===== src/rtl/eeprom_slave_pkg.sv =====
package eeprom_slave_pkg;
  typedef enum logic [2:0] {
    PH_IDLE,
    PH_DEV,
    PH_ADR,
    PH_WR,
    PH_RD
  } phase_t;

  localparam logic [3:0] TYPE_CODE = 4'b1010;
endpackage


===== src/rtl/es_line_sync.sv =====
module es_line_sync #(
  parameter int STAGES = 2
) (
  input  logic clk,
  input  logic rst_n,
  input  logic scl,
  input  logic sda,
  output logic scl_rise,
  output logic scl_fall,
  output logic bus_start,
  output logic bus_stop,
  output logic sda_s
);
  logic [STAGES-1:0] scl_pipe, sda_pipe;
  logic scl_q, sda_q, scl_s;

  genvar g;
  generate
    for (g = 0; g < STAGES; g++) begin : g_stage
      if (g == 0) begin : g_first
        always_ff @(posedge clk or negedge rst_n) begin
          if (!rst_n) begin
            scl_pipe[0] <= 1'b1;
            sda_pipe[0] <= 1'b1;
          end else begin
            scl_pipe[0] <= scl;
            sda_pipe[0] <= sda;
          end
        end
      end else begin : g_next
        always_ff @(posedge clk or negedge rst_n) begin
          if (!rst_n) begin
            scl_pipe[g] <= 1'b1;
            sda_pipe[g] <= 1'b1;
          end else begin
            scl_pipe[g] <= scl_pipe[g-1];
            sda_pipe[g] <= sda_pipe[g-1];
          end
        end
      end
    end
  endgenerate

  assign scl_s = scl_pipe[STAGES-1];
  assign sda_s = sda_pipe[STAGES-1];

  always_ff @(posedge clk or negedge rst_n) begin
    if (!rst_n) begin
      scl_q <= 1'b1;
      sda_q <= 1'b1;
    end else begin
      scl_q <= scl_s;
      sda_q <= sda_s;
    end
  end

  assign scl_rise  = scl_s & ~scl_q;
  assign scl_fall  = ~scl_s & scl_q;
  assign bus_start = scl_s & scl_q & sda_q & ~sda_s;
  assign bus_stop  = scl_s & scl_q & ~sda_q & sda_s;
endmodule


===== src/rtl/es_addr_ctr.sv =====
module es_addr_ctr #(
  parameter int AW = 8
) (
  input  logic          clk,
  input  logic          rst_n,
  input  logic          load_en,
  input  logic [AW-1:0] load_val,
  input  logic          inc_en,
  output logic [AW-1:0] addr
);
  logic [AW-1:0] addr_d;

  always_comb begin
    addr_d = addr;
    if (load_en)     addr_d = load_val;
    else if (inc_en) addr_d = addr + 1'b1;
  end

  always_ff @(posedge clk or negedge rst_n) begin
    if (!rst_n)                addr <= '0;
    else if (load_en | inc_en) addr <= addr_d;
  end
endmodule


===== src/rtl/es_proto_fsm.sv =====
module es_proto_fsm
  import eeprom_slave_pkg::*;
#(
  parameter int DW      = 8,
  parameter int AW      = 8,
  parameter int STRAP_W = 3
) (
  input  logic               clk,
  input  logic               rst_n,
  input  logic               scl_rise,
  input  logic               scl_fall,
  input  logic               bus_start,
  input  logic               bus_stop,
  input  logic               sda_s,
  input  logic [STRAP_W-1:0] straps,
  input  logic               busy,
  input  logic [AW-1:0]      cur_addr,
  input  logic [DW-1:0]      rd_data,
  output logic               ctr_load,
  output logic [AW-1:0]      ctr_val,
  output logic               ctr_inc,
  output logic               sda_oe,
  output logic               wr_valid,
  output logic [AW-1:0]      wr_addr,
  output logic [DW-1:0]      wr_data,
  output logic               wr_stop
);
  localparam int CW = $clog2(DW + 2);
  localparam int TW = DW - STRAP_W - 1;
  localparam logic [CW-1:0] C_BYTE = CW'(DW);
  localparam logic [CW-1:0] C_ACK  = CW'(DW + 1);
  localparam logic [CW-1:0] C_LAST = CW'(DW - 1);

  phase_t        phase_q, phase_d;
  logic [CW-1:0] bit_q, bit_d;
  logic [DW-1:0] rx_q, rx_d, tx_q, tx_d;
  logic          oe_q, oe_d, rw_q, rw_d, mack_q, mack_d, seen_q, seen_d;
  logic          wv_d, stp_d;
  logic [AW-1:0] wa_q, wa_d;
  logic [DW-1:0] wd_q, wd_d;
  logic          sel_ok;

  assign sel_ok = (rx_q[DW-1 -: TW] == TYPE_CODE[TW-1:0]) &&
                  (rx_q[STRAP_W:1] == straps) && !busy;

  always_comb begin
    phase_d  = phase_q;
    bit_d    = bit_q;
    rx_d     = rx_q;
    tx_d     = tx_q;
    oe_d     = oe_q;
    rw_d     = rw_q;
    mack_d   = mack_q;
    seen_d   = seen_q;
    wa_d     = wa_q;
    wd_d     = wd_q;
    wv_d     = 1'b0;
    stp_d    = 1'b0;
    ctr_load = 1'b0;
    ctr_inc  = 1'b0;
    ctr_val  = rx_q[AW-1:0];
    if (bus_start) begin
      phase_d = PH_DEV;
      bit_d   = '0;
      oe_d    = 1'b0;
      seen_d  = 1'b0;
    end else if (bus_stop) begin
      stp_d   = (phase_q == PH_WR) && seen_q;
      phase_d = PH_IDLE;
      oe_d    = 1'b0;
      seen_d  = 1'b0;
    end else begin
      unique case (phase_q)
        PH_DEV, PH_ADR, PH_WR: begin
          if (scl_rise && bit_q < C_BYTE) begin
            rx_d  = {rx_q[DW-2:0], sda_s};
            bit_d = bit_q + 1'b1;
          end else if (scl_fall && bit_q == C_BYTE) begin
            bit_d = C_ACK;
            if (phase_q == PH_DEV) begin
              if (sel_ok) begin
                oe_d = 1'b1;
                rw_d = rx_q[0];
              end else begin
                phase_d = PH_IDLE;
              end
            end else if (phase_q == PH_ADR) begin
              ctr_load = 1'b1;
              oe_d     = 1'b1;
            end else begin
              wv_d    = 1'b1;
              wa_d    = cur_addr;
              wd_d    = rx_q;
              ctr_inc = 1'b1;
              oe_d    = 1'b1;
              seen_d  = 1'b1;
            end
          end else if (scl_fall && bit_q == C_ACK) begin
            oe_d  = 1'b0;
            bit_d = '0;
            if (phase_q == PH_DEV) begin
              if (rw_q) begin
                phase_d = PH_RD;
                tx_d    = rd_data;
                ctr_inc = 1'b1;
                oe_d    = ~rd_data[DW-1];
              end else begin
                phase_d = PH_ADR;
              end
            end else if (phase_q == PH_ADR) begin
              phase_d = PH_WR;
            end
          end
        end
        PH_RD: begin
          if (scl_fall && bit_q < C_LAST) begin
            tx_d  = {tx_q[DW-2:0], 1'b0};
            oe_d  = ~tx_q[DW-2];
            bit_d = bit_q + 1'b1;
          end else if (scl_fall && bit_q == C_LAST) begin
            oe_d  = 1'b0;
            bit_d = C_BYTE;
          end else if (scl_rise && bit_q == C_BYTE) begin
            mack_d = ~sda_s;
            bit_d  = C_ACK;
          end else if (scl_fall && bit_q == C_ACK) begin
            bit_d = '0;
            if (mack_q) begin
              tx_d    = rd_data;
              ctr_inc = 1'b1;
              oe_d    = ~rd_data[DW-1];
            end else begin
              phase_d = PH_IDLE;
              oe_d    = 1'b0;
            end
          end
        end
        default: ;
      endcase
    end
  end

  always_ff @(posedge clk or negedge rst_n) begin
    if (!rst_n) begin
      phase_q  <= PH_IDLE;
      bit_q    <= '0;
      rx_q     <= '0;
      tx_q     <= '0;
      oe_q     <= 1'b0;
      rw_q     <= 1'b0;
      mack_q   <= 1'b0;
      seen_q   <= 1'b0;
      wa_q     <= '0;
      wd_q     <= '0;
      wr_valid <= 1'b0;
      wr_stop  <= 1'b0;
    end else begin
      phase_q  <= phase_d;
      bit_q    <= bit_d;
      rx_q     <= rx_d;
      tx_q     <= tx_d;
      oe_q     <= oe_d;
      rw_q     <= rw_d;
      mack_q   <= mack_d;
      seen_q   <= seen_d;
      wa_q     <= wa_d;
      wd_q     <= wd_d;
      wr_valid <= wv_d;
      wr_stop  <= stp_d;
    end
  end

  assign sda_oe  = oe_q;
  assign wr_addr = wa_q;
  assign wr_data = wd_q;
endmodule


===== src/rtl/i2c_eeprom_slave.sv =====
module i2c_eeprom_slave #(
  parameter int AW          = 8,
  parameter int DW          = 8,
  parameter int STRAP_W     = 3,
  parameter int SYNC_STAGES = 2
) (
  input  logic               clk,
  input  logic               rst_n,
  input  logic               scl,
  input  logic               sda_in,
  output logic               sda_oe,
  input  logic [STRAP_W-1:0] straps,
  output logic [AW-1:0]      mem_rd_addr,
  input  logic [DW-1:0]      mem_rd_data,
  input  logic               busy,
  output logic               wr_byte_valid,
  output logic [AW-1:0]      wr_byte_addr,
  output logic [DW-1:0]      wr_byte_data,
  output logic               wr_stop
);
  logic scl_rise, scl_fall, bus_start, bus_stop, sda_s;
  logic ctr_load, ctr_inc;
  logic [AW-1:0] ctr_val;

  es_line_sync #(.STAGES(SYNC_STAGES)) i_sync (
    .clk(clk), .rst_n(rst_n), .scl(scl), .sda(sda_in),
    .scl_rise(scl_rise), .scl_fall(scl_fall),
    .bus_start(bus_start), .bus_stop(bus_stop), .sda_s(sda_s)
  );

  es_addr_ctr #(.AW(AW)) i_ctr (
    .clk(clk), .rst_n(rst_n), .load_en(ctr_load), .load_val(ctr_val),
    .inc_en(ctr_inc), .addr(mem_rd_addr)
  );

  es_proto_fsm #(.DW(DW), .AW(AW), .STRAP_W(STRAP_W)) i_fsm (
    .clk(clk), .rst_n(rst_n), .scl_rise(scl_rise), .scl_fall(scl_fall),
    .bus_start(bus_start), .bus_stop(bus_stop), .sda_s(sda_s),
    .straps(straps), .busy(busy), .cur_addr(mem_rd_addr),
    .rd_data(mem_rd_data), .ctr_load(ctr_load), .ctr_val(ctr_val),
    .ctr_inc(ctr_inc), .sda_oe(sda_oe), .wr_valid(wr_byte_valid),
    .wr_addr(wr_byte_addr), .wr_data(wr_byte_data), .wr_stop(wr_stop)
  );
endmodule


===== config.mk =====
export PLATFORM = sky130hd
export DESIGN_NAME = i2c_eeprom_slave
export DESIGN_NICKNAME = d
export VERILOG_FILES = /design/src/rtl/eeprom_slave_pkg.sv /design/src/rtl/es_line_sync.sv /design/src/rtl/es_addr_ctr.sv /design/src/rtl/es_proto_fsm.sv /design/src/rtl/i2c_eeprom_slave.sv
export SDC_FILE = /design/constraint.sdc
export NUM_CORES = 1
export LEC_CHECK = 0
export ABC_AREA = 1
export CORE_MARGIN = 2
export CORE_UTILIZATION = 37
export DETAILED_ROUTE_END_ITERATION = 12
export DONT_BUFFER_PORTS = 1
export GPL_TIMING_DRIVEN = 0
export HOLD_SLACK_MARGIN = 0.02
export PLACE_DENSITY = 0.57
export SLEW_MARGIN = 20
export SYNTH_ARGS = -nofsm -noshare
export SYNTH_HDL_FRONTEND = slang
export SYNTH_SLANG_ARGS = --single-unit

===== constraint.sdc =====
create_clock -name clk -period 1.75 [get_ports clk]
set_input_delay 0.175 -clock clk [delete_from_list [all_inputs] [get_ports clk]]
set_output_delay 0.175 -clock clk [all_outputs]
set_load 0.1 [all_outputs]

==> results of run 1 <==
## per-layer routing
layer / GRT usage, % / wire, um / vias up / share of wire, %
met5: 0 / 0 / - / 0
met3: 4.939 / 457 / 13 / 6.0
li1: - / - / 1376 / -
met2: 27.45 / 3711 / 58 / 49
met4: 8.440 / 175 / 0 / 2.3
met1: 19.57 / 3275 / 1273 / 43
## synthesized netlist by cell type
cell type    n  share of area [%]
o21ai_1      2               0.31
nor3_4       2                1.0
nor4_1       1               0.19
nand2_4      3                1.0
nand2_2     19                3.6
buf_2        1               0.15
inv_2        6               0.69
buf_8        1               0.46
nand3_4      1               0.54
buf_6        4                1.4
nand4_1      7                1.3
dfrtp_1     52                 40
inv_4        3               0.57
o21ai_0     22                3.4
inv_1       33                3.8
o21ai_2     21                5.6
nor2_1      29                3.3
nor2_4       5                1.7
dfstp_2      6                4.8
nor2_2       7                1.3
nand3_1     28                4.3
nor3_1       5               0.77
nand3_2      3               0.92
o211ai_1     1               0.23
a21oi_1      3               0.46
or2_2        1               0.19
ha_1         4                1.5
nand2_1    134                 15
xor2_1       2               0.54
nand3b_1     2               0.46
## how the worst max path moves through the flow
stage,end,slack [ns],depth (start not counted)
after floorplan,i_ctr.addr[6]$_DFFE_PN0P_,0.02,8
after global placement,i_fsm.wr_data[5]$_DFFE_PN0P_,-0.17,10
after detailed placement,i_fsm.wr_data[4]$_DFFE_PN0P_,-0.20,10
after CTS,i_fsm.tx_q[5]$_DFFE_PN0P_,0.003,9
after global routing,i_fsm.phase_q[0]$_DFFE_PN0P_,-0.07,11
final,i_ctr.addr[7]$_DFFE_PN0P_,0.04,10
## flip-flops by register name, summed over array words and instances (netlist names)
name	cells
i_sync.scl_q	1
i_fsm.wr_valid	1
i_fsm.sda_oe	1
i_sync.sda_q	1
i_fsm.tx_q	7
i_sync.sda_pipe	1
i_fsm.wr_data	8
i_sync.scl_pipe	1
i_fsm.ctr_val	8
i_ctr.addr	8
i_fsm.phase_q	3
i_fsm.wr_stop	1
i_fsm.mack_q	1
i_sync.sda_s	1
i_fsm.bit_q	4
i_fsm.wr_addr	8
i_sync.scl_s	1
i_fsm.rw_q	1
i_fsm.seen_q	1
## power by group
part / switching [mW] / internal (mW) / leakage, nW
Sequential: 0.948 / 1.59 / 0.722
Clock: 0.614 / 0.960 / 0.124
Combinational: 0.962 / 0.635 / 1.06
Total: 2.52 / 3.18 / 1.90
## kinds of logic (layout without fill, tap and decap cells)
group | Yosys count | count (layout) | share of synthesized area (%)
and+or+nand+nor | 247 | 247 | 36.18
DFF | 58 | 58 | 44.69
AOI/OAI and AO/OA | 49 | 49 | 10.00
buffers and inverters | 48 | 85 | 7.052
adders and majority gates | 4 | 4 | 1.533
xor gates and xnor gates | 2 | 2 | 0.5367
## critical path: stages (launching register included)
cell	delay, ns
dfrtp_2	0.42
buf_6	0.13
ha_4	0.13
nand3_2	0.09
nor2_4	0.24
nand2_2	0.09
nor2_4	0.13
nor2_4	0.05
inv_4	0.10
clkbuf_16	0.16
o21ai_2	0.05
## cell usage in the layout (no fill, tap or decap), types with 5 or more instances in the layout
| cell type | instances |
|---|---|
| nand2_1 | 124 |
| dfrtp_1 | 44 |
| inv_1 | 30 |
| nor2_1 | 26 |
| nand2_2 | 26 |
| o21ai_2 | 22 |
| nand3_1 | 22 |
| o21ai_0 | 20 |
| buf_4 | 12 |
| nor2_4 | 9 |
| clkbuf_8 | 9 |
| inv_2 | 8 |
| nand4_1 | 7 |
| nand2_4 | 6 |
| nor2_2 | 6 |
| nand3_2 | 6 |
| buf_6 | 6 |
| dfstp_2 | 6 |
| dfrtp_4 | 5 |
## layout make-up
type	count	area, um2
clock buffers	9	123.9
inverters	42	167.7
repair buffers	21	235.2
flip-flops and latches	58	1481
fillers	823	4556
plain buffers	6	70.07
well taps	108	135.1
clock inverters	7	125.1
multi-input cells	302	1742
## stage by stage
stage	std cells	power, mW	worst slack (ns)	hold slack [ns]
finish	553	5.708	0.04338	0.05584
global route	553	6.048	-0.06516	0.05695
CTS	540	5.531	0.002536	0.03639
detailed placement	516	3.785	-0.1964	-0.1191
global placement	516	3.756	-0.1669	-0.1193
floorplan	408	3.482	0.02028	-0.1206
## what timing repair did
item	in CTS	in global routing
resized for setup	19	35
buffers inserted	4	12
gates cloned	0	1
endpoints found under the setup margin	36	47
pin swaps	2	15
hold buffers	4	0
endpoints found under the hold margin	60	0
==> impl_metrics.toml, run 1 <==
[die]
ioPinCount = 43
dieArea_mm2 = 0.009590
coreArea_mm2 = 0.008636
die_w_um = 97.93
initial_core_util_pct = 37.80
rows = 34
die_h_um = 97.93

[route]
drc = 0
drtIter0Drc = 120
dr_total_vias = 2720
routedWlPerCell_um = 13.78
finalWirelength_um = 7620
firstDrtPassIters = 4
antenna_left = 0
viasPerCell = 4.919

[placed_design]
dpl_cell_area_mm2 = 0.003406
gp_congestion = 0.8091
port_buffers = 0
hpwlAfterDp_um = 5225

[setup_path]
required_ns = 1.99
arrival_ns = 1.95
r2r_cells = 10
r2r_start = "i_fsm.bit_q[0]$_DFFE_PN0P_"
cp_max_fo = 8
cp-startpoint = "i_fsm.bit_q[0]$_DFFE_PN0P_"
startpoint_type = "flip-flop"
cp-end-kind = "flip-flop"
reg2reg_slack_ns = 0.04
r2r-end = "i_ctr.addr[7]$_DFFE_PN0P_"
critPathKind = "reg2reg"

[cts]
clk_pin_slew_ns = 0.08
insertion_delay_ns = 0.35
tritoncts = "yes"
cts_buffer_depth = 2
cts-root-buf = "clkbuf_8"
htree_levels = 3
cts_buffers = 9
cts.sinks = 58

[sta]
fin_crit_ns = 1.707
worst_slew_pin_slew_ns = 0.9362
min_period_over_period_pct = 97.52
fmax_ghz = 0.5860
setup_viol = 0
clock_skew_ns = 0.01620
hold_viol = 0
finalMaxSlewViolations = 0
finalSetupTns_ns = 0
slew-limit-headroom_pct = 37.59
rsz0062_at_grt = "yes"

[synth]
netlist_instances = 408
synth-seq-cells = 58
ys_seq_area_share_pct = 44.69
synth_area_mm2 = 0.003264
ys_warn_count = 0
synth_area_per_cell_um2 = 8.001
yosysUniqueCellTypes = 30
synth_nets = 428

[pwr]
peakVddDrop_mv = 0.5227
p_leak_nw = 1.904
p_per_area_mw_per_mm2 = 1399

[global_routing]
grt_pass1_wl_um = 12720
grt.total_usage_pct = 16.60
grt_pass1_vias = 2590
grt-ovfl-total = 0
grt_max_degree = 59
antenna_found_initial = 0

[hold_path]
min-delay-start = "mem_rd_data[0]"
hp-class = "in2reg"
hold_end = "i_fsm.tx_q[0]$_DFFE_PN0P_"
worstHoldPathCells = 4

[finish]
stdcell_area_mm2 = 0.004080
area_delta_synth_final_pct = 24.99
final_util_pct = 47.25
num-nets-final = 460
drive_above_1_share_pct = 34.16
diodes = 0

[run_status]
outcome = "completed"

[run]
drv_cap = 0
(Power assumes the default switching activity.)
==> run 2: changes to the inputs <==
--- a/config.mk
+++ b/config.mk
@@ -5,7 +5,6 @@
 export SDC_FILE = /design/constraint.sdc
 export NUM_CORES = 1
 export LEC_CHECK = 0
-export ABC_AREA = 1
 export CORE_MARGIN = 2
 export CORE_UTILIZATION = 37
 export DETAILED_ROUTE_END_ITERATION = 12
==> run 2 against run 1 <==
  * The flow now finishes with violations (negative setup slack)
  * Cell count shrank 14%
  * Die area shrank 4.9%
  * Sequential cell count is the same
  * Critical endpoint unchanged
==> impl_metrics.toml, run 2 <==
[run_status]
outcome = "finished with violations"
violations = "negative setup slack"

[sta]
slew-limit-headroom_pct = 23.74
clock_skew_ns = 0.008830
finalMaxSlewViolations = 0
min_period_over_period_pct = 118.6
fin_crit_ns = 2.076
fmax_ghz = 0.4817
setup_viol = 45
worst_slew_pin_slew_ns = 1.144
rsz0062_at_grt = "yes"
setup_ws_ns = -0.3260
hold_viol = 0

[finish]
fill_cells = 690
final_util_pct = 54.27
num-nets-final = 387
stdcell_area_mm2 = 0.004437
final_common_cell = "nand2_1"
final_cells = 477
diodes = 0
drive_above_1_share_pct = 44.35
final_cell_mix = "68 x nand2_1, 46 x dfrtp_1, 37 x buf_4, 19 x mux2_4, 17 x buf_6"
area_delta_synth_final_pct = 43.27

[pwr]
power_mw = 5.205
p_leak_nw = 1.960
p_clk_share_pct = 27.6
peakVddDrop_mv = 0.4865
switching_power_mw = 1.898
p_per_area_mw_per_mm2 = 1173
p_int_mw = 3.307
p_comb_share_pct = 36.2
sequentialPowerShare_pct = 36.2
swShare_pct = 36.46

[placed_design]
place_ws_ns = -0.7117
hpwlAfterDp_um = 5088
port_buffers = 0
gp_congestion = 0.8747
dpl_cell_area_mm2 = 0.003331
dp.cells = 407

[synth]
synthXorXnorAreaFrac_pct = 3.394
yosysUniqueCellTypes = 65
synth_edf_count = 0
netlist_instances = 302
yosys.area.top_type = "dfrtp_1"
synth_area_mm2 = 0.003097
synthFlopType = "dfrtp_1"
synth_area_per_cell_um2 = 10.25
ys_warn_count = 0
synth_area_leaders = "dfrtp_1 42%, nand2_1 8.6%, mux2_2 8.4%"
ys_seq_area_share_pct = 47.11
synth_compound_area_share_pct = 12.28
yosysMostFrequentCell = "nand2_1"
synth_top_family_by_area = "simple AND/OR/NAND/NOR gates"
synth_top_area_share_pct = 42.02
yosys.area_share.adder_pct = 1.616
yosys.area_share.simple_pct = 22.06
synth_mux_area_share_pct = 9.697
synth_nets = 322
synth-seq-cells = 58
async_flop_share_pct = 100.0
synthTopCellsByCount = "71 x nand2_1, 52 x dfrtp_1, 23 x mux2_2"

[route]
routedWlPerCell_um = 18.80
dr_total_vias = 2635
antenna_left = 0
drc = 0
drtIter0Drc = 156
viasPerCell = 5.524
finalWirelength_um = 8967
firstDrtPassIters = 4

[die]
rows = 33
coreArea_mm2 = 0.008175
ioPinCount = 43
die_h_um = 95.49
die_w_um = 95.49
dieArea_mm2 = 0.009117
initial_core_util_pct = 37.88

[cts]
cts-root-buf = "clkbuf_8"
tritoncts = "yes"
cts_buffer_depth = 2
cts.sinks = 58
htree_levels = 3
clk_pin_slew_ns = 0.07
insertion_delay_ns = 0.35
cts_buffers = 9

[global_routing]
grt_pass1_vias = 2769
grt_pass1_wl_um = 14060
grt.total_usage_pct = 20.30
grt_max_degree = 59
grt-ovfl-total = 0
antenna_found_initial = 0

[setup_path]
arrival_ns = 2.31
slowest_delay_ns = 0.38
cp_slowest_cell = "dfrtp_1"
required_ns = 1.98
cp_max_fo = 5
crit_chain = "inv_2 > ha_4 > nand4bb_4 > a2111oi_4 > buf_6 > o2111ai_2 > xnor2_1 > mux2_4"
critPathKind = "reg2reg"
cp-end-kind = "flip-flop"
startpoint_type = "flip-flop"

[hold_path]
hp-class = "in2reg"

[run]
drv_cap = 0
## run 2: cell count changes in the layout (fill, tap and decap cells not counted), moves of 7 or more
cell	change
inv_1	-28
nor2_4	-7
nand2_1	-56
mux2_4	+19
o21ai_2	-21
nand3_1	-15
nor2_1	-21
buf_4	+25
o21ai_0	-16
buf_6	+11
nand2_2	-24
## run 2: routing by layer
layer | GRT usage, % | share of wire (%) | up-vias
met2 | 31.81 | 47 | 103
li1 | - | - | 1202
met5 | 0 | 0 | -
met3 | 6.245 | 6.5 | 23
met1 | 25.40 | 44 | 1307
met4 | 10.00 | 2.5 | 0
## run 2: area by class of cell
cell class                      count  area [um2]  share of cell area [%]
Sequential cell                    58        1466                   33.05
Tap cell                          105       131.4                   2.961
Buffer                             11       128.9                   2.905
Inverter                            7       37.54                  0.8460
Clock buffer                       10       137.6                   3.102
Timing Repair Buffer               57       549.3                   12.38
Multi-Input combinational cell    223        1897                   42.75
Clock inverter                      6       88.84                   2.002
## run 2: what timing repair did
| item | 4_1_cts | 5_1_grt |
|---|---|---|
| hold buffers | 5 | 0 |
| cloned | 0 | 1 |
| setup endpoints to repair | 50 | 47 |
| endpoints found under the hold margin | 61 | 0 |
| gates resized for setup | 68 | 40 |
| setup buffers | 38 | 14 |
| pin swaps | 22 | 27 |
## run 2: metrics by stage
step                TNS, ns  hold WS [ns]
floorplan            -2.860       -0.1206
global placement     -13.64       -0.1187
detailed placement   -13.96       -0.1183
CTS                  -4.859       0.08197
global route         -10.31        0.1002
finish               -6.412       0.08558
## run 2: final timing paths
kind,from,to,slack [ns],cells past startpoint
max,i_fsm.bit_q[1]$_DFFE_PN0P_,i_ctr.addr[7]$_DFFE_PN0P_,-0.33,8
min,mem_rd_data[1],i_fsm.tx_q[1]$_DFFE_PN0P_,0.09,3
max reg2reg,i_fsm.bit_q[1]$_DFFE_PN0P_,i_ctr.addr[7]$_DFFE_PN0P_,-0.33,8
min reg2reg,i_sync.sda_pipe[0]$_DFF_PN1_,i_sync.sda_s$_DFF_PN1_,0.36,0
max in group asynchronous,rst_n,i_sync.sda_pipe[0]$_DFF_PN1_,1.04,2
min in group asynchronous,rst_n,i_fsm.bit_q[1]$_DFFE_PN0P_,0.37,2
## run 2: power by group through the flow
| stage | logic (mW) | clock network [mW] | registers (mW) |
|---|---|---|---|
| final | 1.89 | 1.44 | 1.88 |
| after global routing | 2.00 | 1.52 | 1.91 |
| after CTS | 1.64 | 1.46 | 1.86 |
| after detailed placement | 1.07 | 0 | 1.90 |
| after global placement | 1.07 | 0 | 1.89 |
| after floorplan | 0.891 | 0 | 1.81 |
## run 2: logic make-up (layout without fill, tap and decap cells)
family | count (synthesis) | in the layout
xor gates and xnor gates | 12 | 12
DFF | 58 | 58
muxes | 27 | 27
and+or+nand+nor | 127 | 127
AOI/OAI and AO/OA | 53 | 53
buffers and inverters | 21 | 91
adders and majority gates | 4 | 4
## run 2: worst max-delay path, delay by kind of cell (launching register included)
kind / cells / cell delay [ns]
AOI/OAI and AO/OA: 2 / 0.43
DFF: 1 / 0.38
muxes: 1 / 0.29
buffers and inverters: 2 / 0.26
and+or+nand+nor: 1 / 0.23
xor gates and xnor gates: 1 / 0.20
adders and majority gates: 1 / 0.17
==> run 3: changes to the inputs <==
--- a/config.mk
+++ b/config.mk
@@ -12,6 +12,7 @@
 export GPL_TIMING_DRIVEN = 0
 export HOLD_SLACK_MARGIN = 0.02
 export PLACE_DENSITY = 0.57
+export SETUP_SLACK_MARGIN = 0.3
 export SLEW_MARGIN = 20
 export SYNTH_ARGS = -nofsm -noshare
 export SYNTH_HDL_FRONTEND = slang
==> run 3 against run 2 <==
  * The flow finishes with violations (negative hold slack, negative setup slack)
  * Combinational power decreased by 8%
  * Clock power barely moved
  * Critical endpoint is now i_fsm.phase_q[0]$_DFFE_PN0P_
  * Via count fell by 1.5%
  * Non-clock buffer count fell by 1
  * Cell count fell by 0.21%
  * Worst setup slack better by 0.021 ns
  * Clock-buffer cell count is 1 lower
  * Critical path type unchanged
  * Cell area grew 2.2%
  * Largest cell class unchanged
  * Sequential share of layout area is 0.086 points lower
==> impl_metrics.toml, run 3 (synthesized netlist as in run 2, its figures left out) <==
[run_status]
outcome = "finished with violations"
violations = "negative hold slack, negative setup slack"

[route]
drc = 0
firstDrtPassIters = 4
finalWirelength_um = 8643
routedWlPerCell_um = 18.16
drtIter0Drc = 153
viasPerCell = 5.454
antenna_left = 0
dr_total_vias = 2596

[finish]
final_cell_mix = "50 x nand2_1, 29 x dfrtp_2, 26 x buf_4, 23 x buf_6, 23 x dfrtp_1"
diodes = 0
final_common_cell = "nand2_1"
drive_above_1_share_pct = 55.26
num-nets-final = 386
area_delta_synth_final_pct = 46.46

[sta]
fmax_ghz = 0.4867
hold_viol = 58
rsz0062_at_grt = "yes"
min_period_over_period_pct = 117.4
fin_hold_ws_ns = -0.4894
finalMaxSlewViolations = 0
setup_viol = 47
slew-limit-headroom_pct = 55.24
setup_ws_ns = -0.3046
fin_crit_ns = 2.055
clock_skew_ns = 0.01643
worst_slew_pin_slew_ns = 0.6714

[cts]
htree_levels = 3
tritoncts = "yes"
insertion_delay_ns = 0.35
clk_pin_slew_ns = 0.08
cts_buffer_depth = 2
cts.sinks = 58
cts_buffers = 9
cts-root-buf = "clkbuf_8"
ctsHoldBuffers = 3

[global_routing]
grt.met3_usage_pct = 6.245
grt_max_degree = 59
grt_pass1_vias = 2679
grt.total_usage_pct = 19.96
globalRouteMet1Util_pct = 25.26
grt-ovfl-total = 0
top_usage_layer = "met2"
antenna_found_initial = 0
grt_util_met2_pct = 32.16
grt_pass1_wl_um = 13660

[setup_path]
required_ns = 1.97
cp-end-kind = "flip-flop"
arrival_ns = 2.28
critPathKind = "reg2reg"
r2r_start = "i_fsm.phase_q[0]$_DFFE_PN0P_"
cp_max_fo = 10
startpoint_type = "flip-flop"
r2r-end = "i_fsm.phase_q[0]$_DFFE_PN0P_"
reg2reg_slack_ns = -0.30
r2r_cells = 6

[placed_design]
place_ws_ns = -0.6958
port_buffers = 0
gp_congestion = 0.9184
hpwlAfterDp_um = 4847

[die]
dieArea_mm2 = 0.009117
die_h_um = 95.49
initial_core_util_pct = 37.88
coreArea_mm2 = 0.008175
die_w_um = 95.49
ioPinCount = 43
rows = 33

[pwr]
peakVddDrop_mv = 0.4561
power_mw = 5.044
p_per_area_mw_per_mm2 = 1112
p_leak_nw = 1.940

[hold_path]
hp-class = "in2async"

[run]
drv_cap = 0
==> run 3: changes by cell type in the layout (fill, tap and decap cells not counted), moves of 6 or more <==
cell     before  now
nand2_1      68   50
nand2_2       2   20
dfrtp_1      46   23
buf_4        37   26
dfrtp_2       6   29
buf_6        17   23
==> run 3: worst max-delay path: stages, from the launching register on <==
cell and delay (ns):
dfrtp_2 0.45, buf_4 0.20, nand2b_1 0.20, o32a_1 0.33, o311ai_2 0.36, nand2_4 0.10
mux2_4 0.31
==> run 3: worst max-delay path by stage <==
stage,from,end,slack [ns]
detailed placement,i_fsm.bit_q[1]$_DFFE_PN0P_,i_ctr.addr[7]$_DFFE_PN0P_,-0.70
floorplan,i_fsm.bit_q[0]$_DFFE_PN0P_,i_ctr.addr[7]$_DFFE_PN0P_,-0.34
global route,i_sync.scl_q$_DFF_PN1_,i_fsm.rw_q$_DFFE_PN0P_,-0.38
global placement,i_fsm.bit_q[1]$_DFFE_PN0P_,i_ctr.addr[7]$_DFFE_PN0P_,-0.72
finish,i_fsm.phase_q[0]$_DFFE_PN0P_,i_fsm.phase_q[0]$_DFFE_PN0P_,-0.30
CTS,i_sync.scl_q$_DFF_PN1_,i_fsm.rw_q$_DFFE_PN0P_,-0.29
==> run 3: per-stage QoR <==
step / cell area [um2] / utilization (%) / setup TNS (ns) / cells
2_1_floorplan: 3246 / - / -2.859 / 302
3_3_place_gp: 3377 / 41.31 / -10.74 / 407
3_5_place_dp: 3377 / 41.31 / -10.68 / 407
4_1_cts: 4347 / 53.17 / -5.113 / 469
5_1_grt: 4536 / 55.48 / -11.32 / 476
6_report: 4536 / 55.48 / -8.583 / 476
==> run 3: area by class of cell <==
type / instances / area [um2]
multi-input cells: 223 / 1929
plain buffers: 14 / 157.7
well taps: 105 / 131.4
fillers: 693 / 3640
repair buffers: 53 / 563.0
clock inverters: 7 / 101.3
clock buffers: 9 / 123.9
flip-flops and latches: 58 / 1495
inverters: 7 / 33.78
==> run 3: report_power, final <==
part           switching, mW  internal [mW]
logic                  0.858          0.870
clock network          0.614          0.811
registers              0.369           1.52
==> run 3: routing by layer <==
layer / routed length, um / share of wire, %
met1: 3699 / 43
met2: 4201 / 49
met3: 584 / 6.8
met4: 157 / 1.8
met5: 0 / 0
==> run 3: what timing repair did <==
| item | 4_1_cts | 5_1_grt |
|---|---|---|
| setup buffers | 42 | 6 |
| cloned | 1 | 1 |
| setup endpoints to repair | 77 | 52 |
| gates resized for setup | 109 | 30 |
| pin swaps | 33 | 28 |
| hold endpoints to repair | 61 | 58 |
